--- config.mk ---
export PLATFORM = sky130hd
export DESIGN_NAME = ddr_sec_filter
export DESIGN_NICKNAME = d
export VERILOG_FILES = /design/src/rtl/ddr_sec_pkg.sv /design/src/rtl/ddr_sec_regs.sv /design/src/rtl/ddr_sec_win_match.sv /design/src/rtl/ddr_sec_policy.sv /design/src/rtl/ddr_sec_filter.sv
export SDC_FILE = /design/constraint.sdc
export NUM_CORES = 1
export LEC_CHECK = 0
export BUFFER_PORTS_ARGS = -buffer_cell sky130_fd_sc_hd__buf_2
export CORE_ASPECT_RATIO = 1.25
export CORE_MARGIN = 1.5
export CORE_UTILIZATION = 40
export DETAILED_ROUTE_END_ITERATION = 7
export GPL_ROUTABILITY_DRIVEN = 0
export PLACE_DENSITY = 0.68
export SLEW_MARGIN = 20
export SYNTH_ARGS = -nofsm -noshare
export SYNTH_HDL_FRONTEND = slang
export SYNTH_SLANG_ARGS = --single-unit
--- constraint.sdc ---
create_clock -name clk -period 8 [get_ports clk]
set_input_delay 1.2 -clock clk [delete_from_list [all_inputs] [get_ports clk]]
set_output_delay 1.2 -clock clk [all_outputs]
set_load 0.02 [all_outputs]
--- src/rtl/ddr_sec_pkg.sv ---
package ddr_sec_pkg;
  localparam int CFG_DATA_W = 16;
  localparam int MB_SHIFT   = 20;

  // Masked merge: bits with a set mask take the new data, others hold.
  function automatic logic [CFG_DATA_W-1:0] masked_merge(
    input logic [CFG_DATA_W-1:0] old_val,
    input logic [CFG_DATA_W-1:0] new_val,
    input logic [CFG_DATA_W-1:0] mask
  );
    return (old_val & ~mask) | (new_val & mask);
  endfunction
endpackage

--- src/rtl/ddr_sec_regs.sv ---
module ddr_sec_regs
  import ddr_sec_pkg::*;
#(
  parameter int NUM_WIN = 8,
  parameter int MB_W    = 16,
  localparam int IDX_W  = $clog2(2*NUM_WIN+1),
  localparam int CTRL_W = NUM_WIN + 2
) (
  input  logic                            clk,
  input  logic                            rst_n,
  input  logic                            cfg_we,
  input  logic [IDX_W-1:0]                cfg_idx,
  input  logic [31:0]                     cfg_wdata,
  output logic [NUM_WIN-1:0][MB_W-1:0]    win_first,
  output logic [NUM_WIN-1:0][MB_W-1:0]    win_last,
  output logic [NUM_WIN-1:0]              win_sec,
  output logic                            outside_sec,
  output logic                            bypass
);
  logic [2*NUM_WIN-1:0][MB_W-1:0] bound_q, bound_d;
  logic [CTRL_W-1:0]              ctrl_q, ctrl_d;
  logic [CFG_DATA_W-1:0]          wr_data, wr_mask;

  assign wr_data = cfg_wdata[CFG_DATA_W-1:0];
  assign wr_mask = cfg_wdata[2*CFG_DATA_W-1:CFG_DATA_W];

  always_comb begin
    bound_d = bound_q;
    ctrl_d  = ctrl_q;
    for (int i = 0; i < 2*NUM_WIN; i++) begin
      if (cfg_idx == IDX_W'(i))
        bound_d[i] = MB_W'(masked_merge(CFG_DATA_W'(bound_q[i]), wr_data, wr_mask));
    end
    if (cfg_idx == IDX_W'(2*NUM_WIN))
      ctrl_d = CTRL_W'(masked_merge(CFG_DATA_W'(ctrl_q), wr_data, wr_mask));
  end

  always_ff @(posedge clk or negedge rst_n) begin
    if (!rst_n) begin
      bound_q <= '0;
      ctrl_q  <= '0;
    end else if (cfg_we) begin
      bound_q <= bound_d;
      ctrl_q  <= ctrl_d;
    end
  end

  for (genvar w = 0; w < NUM_WIN; w++) begin : g_out
    assign win_first[w] = bound_q[w];
    assign win_last[w]  = bound_q[w+NUM_WIN];
  end
  assign win_sec     = ctrl_q[NUM_WIN-1:0];
  assign outside_sec = ctrl_q[NUM_WIN];
  assign bypass      = ctrl_q[NUM_WIN+1];

  // a write with an all-zero mask leaves every stored bit untouched
  p_zero_mask_hold_r2: assert property (@(posedge clk) disable iff (!rst_n)
    (cfg_we && wr_mask == '0) |=> ($stable(bound_q) && $stable(ctrl_q)));

  // indices past the control word are ignored
  p_high_idx_ignored_r12: assert property (@(posedge clk) disable iff (!rst_n)
    (cfg_we && cfg_idx > IDX_W'(2*NUM_WIN)) |=> ($stable(bound_q) && $stable(ctrl_q)));

  // a masked write of the bypass bit lands exactly
  p_bypass_write_r9: assert property (@(posedge clk) disable iff (!rst_n)
    (cfg_we && cfg_idx == IDX_W'(2*NUM_WIN) && wr_mask[NUM_WIN+1])
      |=> (bypass == $past(wr_data[NUM_WIN+1])));
endmodule

--- src/rtl/ddr_sec_win_match.sv ---
module ddr_sec_win_match #(
  parameter int MB_W = 16
) (
  input  logic [MB_W-1:0] mb_idx,
  input  logic [MB_W-1:0] first_mb,
  input  logic [MB_W-1:0] last_mb,
  output logic            hit
);
  // Inclusive on both ends; an inverted window can never satisfy both.
  assign hit = (mb_idx >= first_mb) && (mb_idx <= last_mb);
endmodule

--- src/rtl/ddr_sec_policy.sv ---
module ddr_sec_policy #(
  parameter int NUM_WIN = 8
) (
  input  logic [NUM_WIN-1:0] hits,
  input  logic [NUM_WIN-1:0] win_sec,
  input  logic               outside_sec,
  input  logic               bypass,
  input  logic               acc_secure,
  output logic               deny
);
  logic any_hit, sec_hit, region_secure;

  always_comb begin
    any_hit       = |hits;
    sec_hit       = |(hits & win_sec);
    region_secure = any_hit ? sec_hit : outside_sec;
    deny          = !bypass && !acc_secure && region_secure;
  end
endmodule

--- src/rtl/ddr_sec_filter.sv ---
module ddr_sec_filter
  import ddr_sec_pkg::*;
#(
  parameter int NUM_WIN = 8,
  parameter int ADDR_W  = 36,
  localparam int MB_W   = ADDR_W - MB_SHIFT,
  localparam int IDX_W  = $clog2(2*NUM_WIN+1)
) (
  input  logic              clk,
  input  logic              rst_n,
  input  logic              cfg_we,
  input  logic [IDX_W-1:0]  cfg_idx,
  input  logic [31:0]       cfg_wdata,
  input  logic [ADDR_W-1:0] acc_addr,
  input  logic              acc_secure,
  output logic              acc_deny
);
  // Reset: asserted asynchronously, released on the clock
  logic [1:0] rst_sync_q;
  logic       rst_s_n;

  always_ff @(posedge clk or negedge rst_n) begin
    if (!rst_n) rst_sync_q <= 2'b00;
    else        rst_sync_q <= {rst_sync_q[0], 1'b1};
  end
  assign rst_s_n = rst_sync_q[1];

  logic [NUM_WIN-1:0][MB_W-1:0] win_first, win_last;
  logic [NUM_WIN-1:0]           win_sec, hits;
  logic                         outside_sec, bypass;
  logic [MB_W-1:0]              mb_idx;
  logic                         deny_d, deny_q;
  logic [MB_SHIFT-1:0]          unused_offset;

  assign mb_idx        = acc_addr[ADDR_W-1:MB_SHIFT];
  assign unused_offset = acc_addr[MB_SHIFT-1:0];

  ddr_sec_regs #(.NUM_WIN(NUM_WIN), .MB_W(MB_W)) u_regs (
    .clk         (clk),
    .rst_n       (rst_s_n),
    .cfg_we      (cfg_we),
    .cfg_idx     (cfg_idx),
    .cfg_wdata   (cfg_wdata),
    .win_first   (win_first),
    .win_last    (win_last),
    .win_sec     (win_sec),
    .outside_sec (outside_sec),
    .bypass      (bypass)
  );

  for (genvar w = 0; w < NUM_WIN; w++) begin : g_win
    ddr_sec_win_match #(.MB_W(MB_W)) u_match (
      .mb_idx   (mb_idx),
      .first_mb (win_first[w]),
      .last_mb  (win_last[w]),
      .hit      (hits[w])
    );
  end

  ddr_sec_policy #(.NUM_WIN(NUM_WIN)) u_policy (
    .hits        (hits),
    .win_sec     (win_sec),
    .outside_sec (outside_sec),
    .bypass      (bypass),
    .acc_secure  (acc_secure),
    .deny        (deny_d)
  );

  always_ff @(posedge clk or negedge rst_s_n) begin
    if (!rst_s_n) deny_q <= 1'b0;
    else          deny_q <= deny_d;
  end
  assign acc_deny = deny_q;

  // secure masters always pass
  p_secure_pass_r10: assert property (@(posedge clk) disable iff (!rst_s_n)
    acc_secure |=> !acc_deny);

  // bypass opens everything on the next result
  p_bypass_open_r9: assert property (@(posedge clk) disable iff (!rst_s_n)
    bypass |=> !acc_deny);

  // non-secure hit on a secure window is refused next cycle
  p_secwin_deny_r6: assert property (@(posedge clk) disable iff (!rst_s_n)
    (!bypass && !acc_secure && |(hits & win_sec)) |=> acc_deny);

  // unmatched address follows the outside policy
  p_outside_deny_r7: assert property (@(posedge clk) disable iff (!rst_s_n)
    (!bypass && !acc_secure && hits == '0 && outside_sec) |=> acc_deny);
endmodule

==> run summary <==
Post-Syn Instances: 1785
Maximum operating frequency: 270.2 MHz
Internal power: 2.708 mW
Most frequent cells in the layout: nand2_1 (326), dfrtp_1 (268), ha_1 (256)
Die X: 190.0 um
# DRC: 0
Static Leakage: 8.981 nW
Max cap viols: 0
Slew headroom: 0.3921
Critical Path Start Type: primary input
Setup TNS: 0 ns
CTS root buf: clkbuf_16
Worst skew pair latency: 0.58 ns
Die Y-Extent: 236.8 um
Clock Path Buffers: 3
Placed Instances: 2360
Post-synth EDFFs: 0
Pin count of the biggest net entering global routing: 160
Part of the power in registers: 0.424
Crit Path Class: primary input to flop
Final WL: 47.01 mm
First-pass GRT wire length: 74.80 mm
Post-synth top area share: 0.3849
Comb pwr share: 0.228
Synth area leader: dfrtp_1
Core Footprint: 0.04307 sq mm
Synth warnings: 0
Hold crit path type: flop to flop
Detail Placement HPWL: 31.68 mm
Worst slack, placed: 3.769 ns
Element type at the critical path end: flop
Ys async rst share: 1.000
Post-route cell area: 0.01932 sq mm
Setup Buffers After CTS: 0
Setup violators final: 0
TritonCTS clock tree: done
WP data required: 8.45 ns
# IOs: 78
Status: finished clean
Input/output buffers: 57
Fraction of layout cells with a size suffix above 1: 0.1837
Max FO, Critical Path: 16
DR WL/cell: 19.49 um
Initial Utilization: 0.4060
Non-Filler Instances: 2412
Worst-margin pin slew: 0.9119 ns
Worst Slack Setup Final: 4.299 ns
Post-Syn Nets: 2118
Clock tree sinks: 269
Overflow after GRT: 0
Syn Area/Cell: 9.798 sq um
TritonCTS Buffers: 29
Worst EP arrival: 4.15 ns
Mapped Area: 0.01749 sq mm
Synth unique cells: 43
Die area: 0.04499 sq mm
Fill cell count: 4052
Post-CTS Hold Buffers: 0
Most common cell after layout, fill and taps aside: nand2_1
Initial antenna violation count: 4
Synth top area cells: dfrtp_1 (38%), ha_1 (18%), mux2_2 (14%), nand2_1 (7.0%), inv_1 (5.4%)
Resized cells post-CTS: 0
GRT Util Overall: 0.2146
Final Hold Vio Count: 0
Clk pwr share: 0.348
Post-placement cell area: 0.01838 sq mm
Max IR drop VDD: 0.1829 mV
Vias in the first global route: 13670
Number of placement rows: 85
Synthesized flop and latch total: 269
Pwr Density: 200.0 mW/mm^2
Layout Utilization: 0.4485
Minimum clock period: 3.701 ns
Via density: 5.426
Area grow syn2layout: 10.46%
Total chip power: 3.863 mW
RSZ-0062 raised after global routing: no
Switching share of power: 0.2990
Final slew viol count: 0
Antenna viol nets, final: 0
Seq/Total Area, Yosys: 0.3849
Main flop type after synthesis: dfrtp_1
Clk slew on worst S/H paths: 0.06 ns
P_sw: 1.155 mW
Period Utilization, post-route: 0.4626
Setup Skew: 0.02132 ns
Minimum hold slack: 0.3608 ns
Routed via count: 13090
DR pass1 iterations: 4
Iter 0 DRT Violations: 820
Layout Nets: 2159
CTS H-Tree Depth: 1
==> logic make-up after synthesis <==
| family | synth area share |
|---|---|
| simple gates | 0.1183 |
| buf+inv | 0.06868 |
| flops | 0.3849 |
| mux | 0.1713 |
| fa+ha+maj | 0.1831 |
| compound gates | 0.07347 |
| other cells | 0.0002144 |
==> cells in the mapped netlist (all sizes together) (11+ instances only) <==
cell type	count
a21o	17
a21oi	83
a221oi	14
clkbuf	59
dfrtp	269
ha	256
inv	253
mux2	266
nand2	326
nand3	21
nand4	38
nor2	38
nor2b	11
o211ai	11
o21ai	45
==> area by class of cell <==
class / instances / area (sq um) / area share
Tap cell: 565 / 706.9 / 0.03659
Inverter: 253 / 949.7 / 0.04916
Clock inverter: 9 / 101.3 / 0.005246
Timing Repair Buffer: 75 / 432.9 / 0.02241
Sequential cell: 269 / 6735 / 0.3486
Clock buffer: 41 / 830.8 / 0.04301
Multi-Input combinational cell: 1198 / 9557 / 0.4947
Antenna cell: 2 / 5.005 / 0.0002591
==> worst max-delay path, stage by stage <==
cell       delay (ns)
buf_2            0.09
inv_1            0.61
ha_1             0.36
nand2b_1         0.14
a2111o_1         0.40
a31oi_1          0.33
o21ai_0          0.18
o21ai_0          0.11
nand4_1          0.13
or2_1            0.25
a2111oi_2        0.34
==> path summary, 6_finish.rpt <==
kind                                from             to  slack [ns]  cells past startpoint
min in group asynchronous  rst_sync_q[1]      async pin        0.38                      0
max in group asynchronous  rst_sync_q[1]      async pin        5.53                      2
max                         acc_addr[20]       acc_deny        4.30                     11
min reg2reg                rst_sync_q[0]  rst_sync_q[1]        0.36                      0
max reg2reg                         flop       acc_deny        5.18                     10
min                        rst_sync_q[0]  rst_sync_q[1]        0.36                      0
==> power by group through the flow <==
stage | Clock [mW] | Combinational [mW] | Sequential, mW
after CTS | 1.36 | 0.888 | 1.64
final | 1.34 | 0.882 | 1.64
after floorplan | 0 | 0.613 | 1.65
after detailed placement | 0 | 0.879 | 1.66
after global placement | 0 | 0.831 | 1.65
after global routing | 1.41 | 1.01 | 1.66
==> per-layer routing <==
layer | GRT usage | vias up | share of wire
met5 | 0 | - | 0.00036
met4 | 0.07840 | 4 | 0.034
met3 | 0.02609 | 110 | 0.043
met2 | 0.3846 | 262 | 0.50
met1 | 0.2615 | 6553 | 0.42
li1 | - | 6158 | -
(Power assumes the default switching activity.)
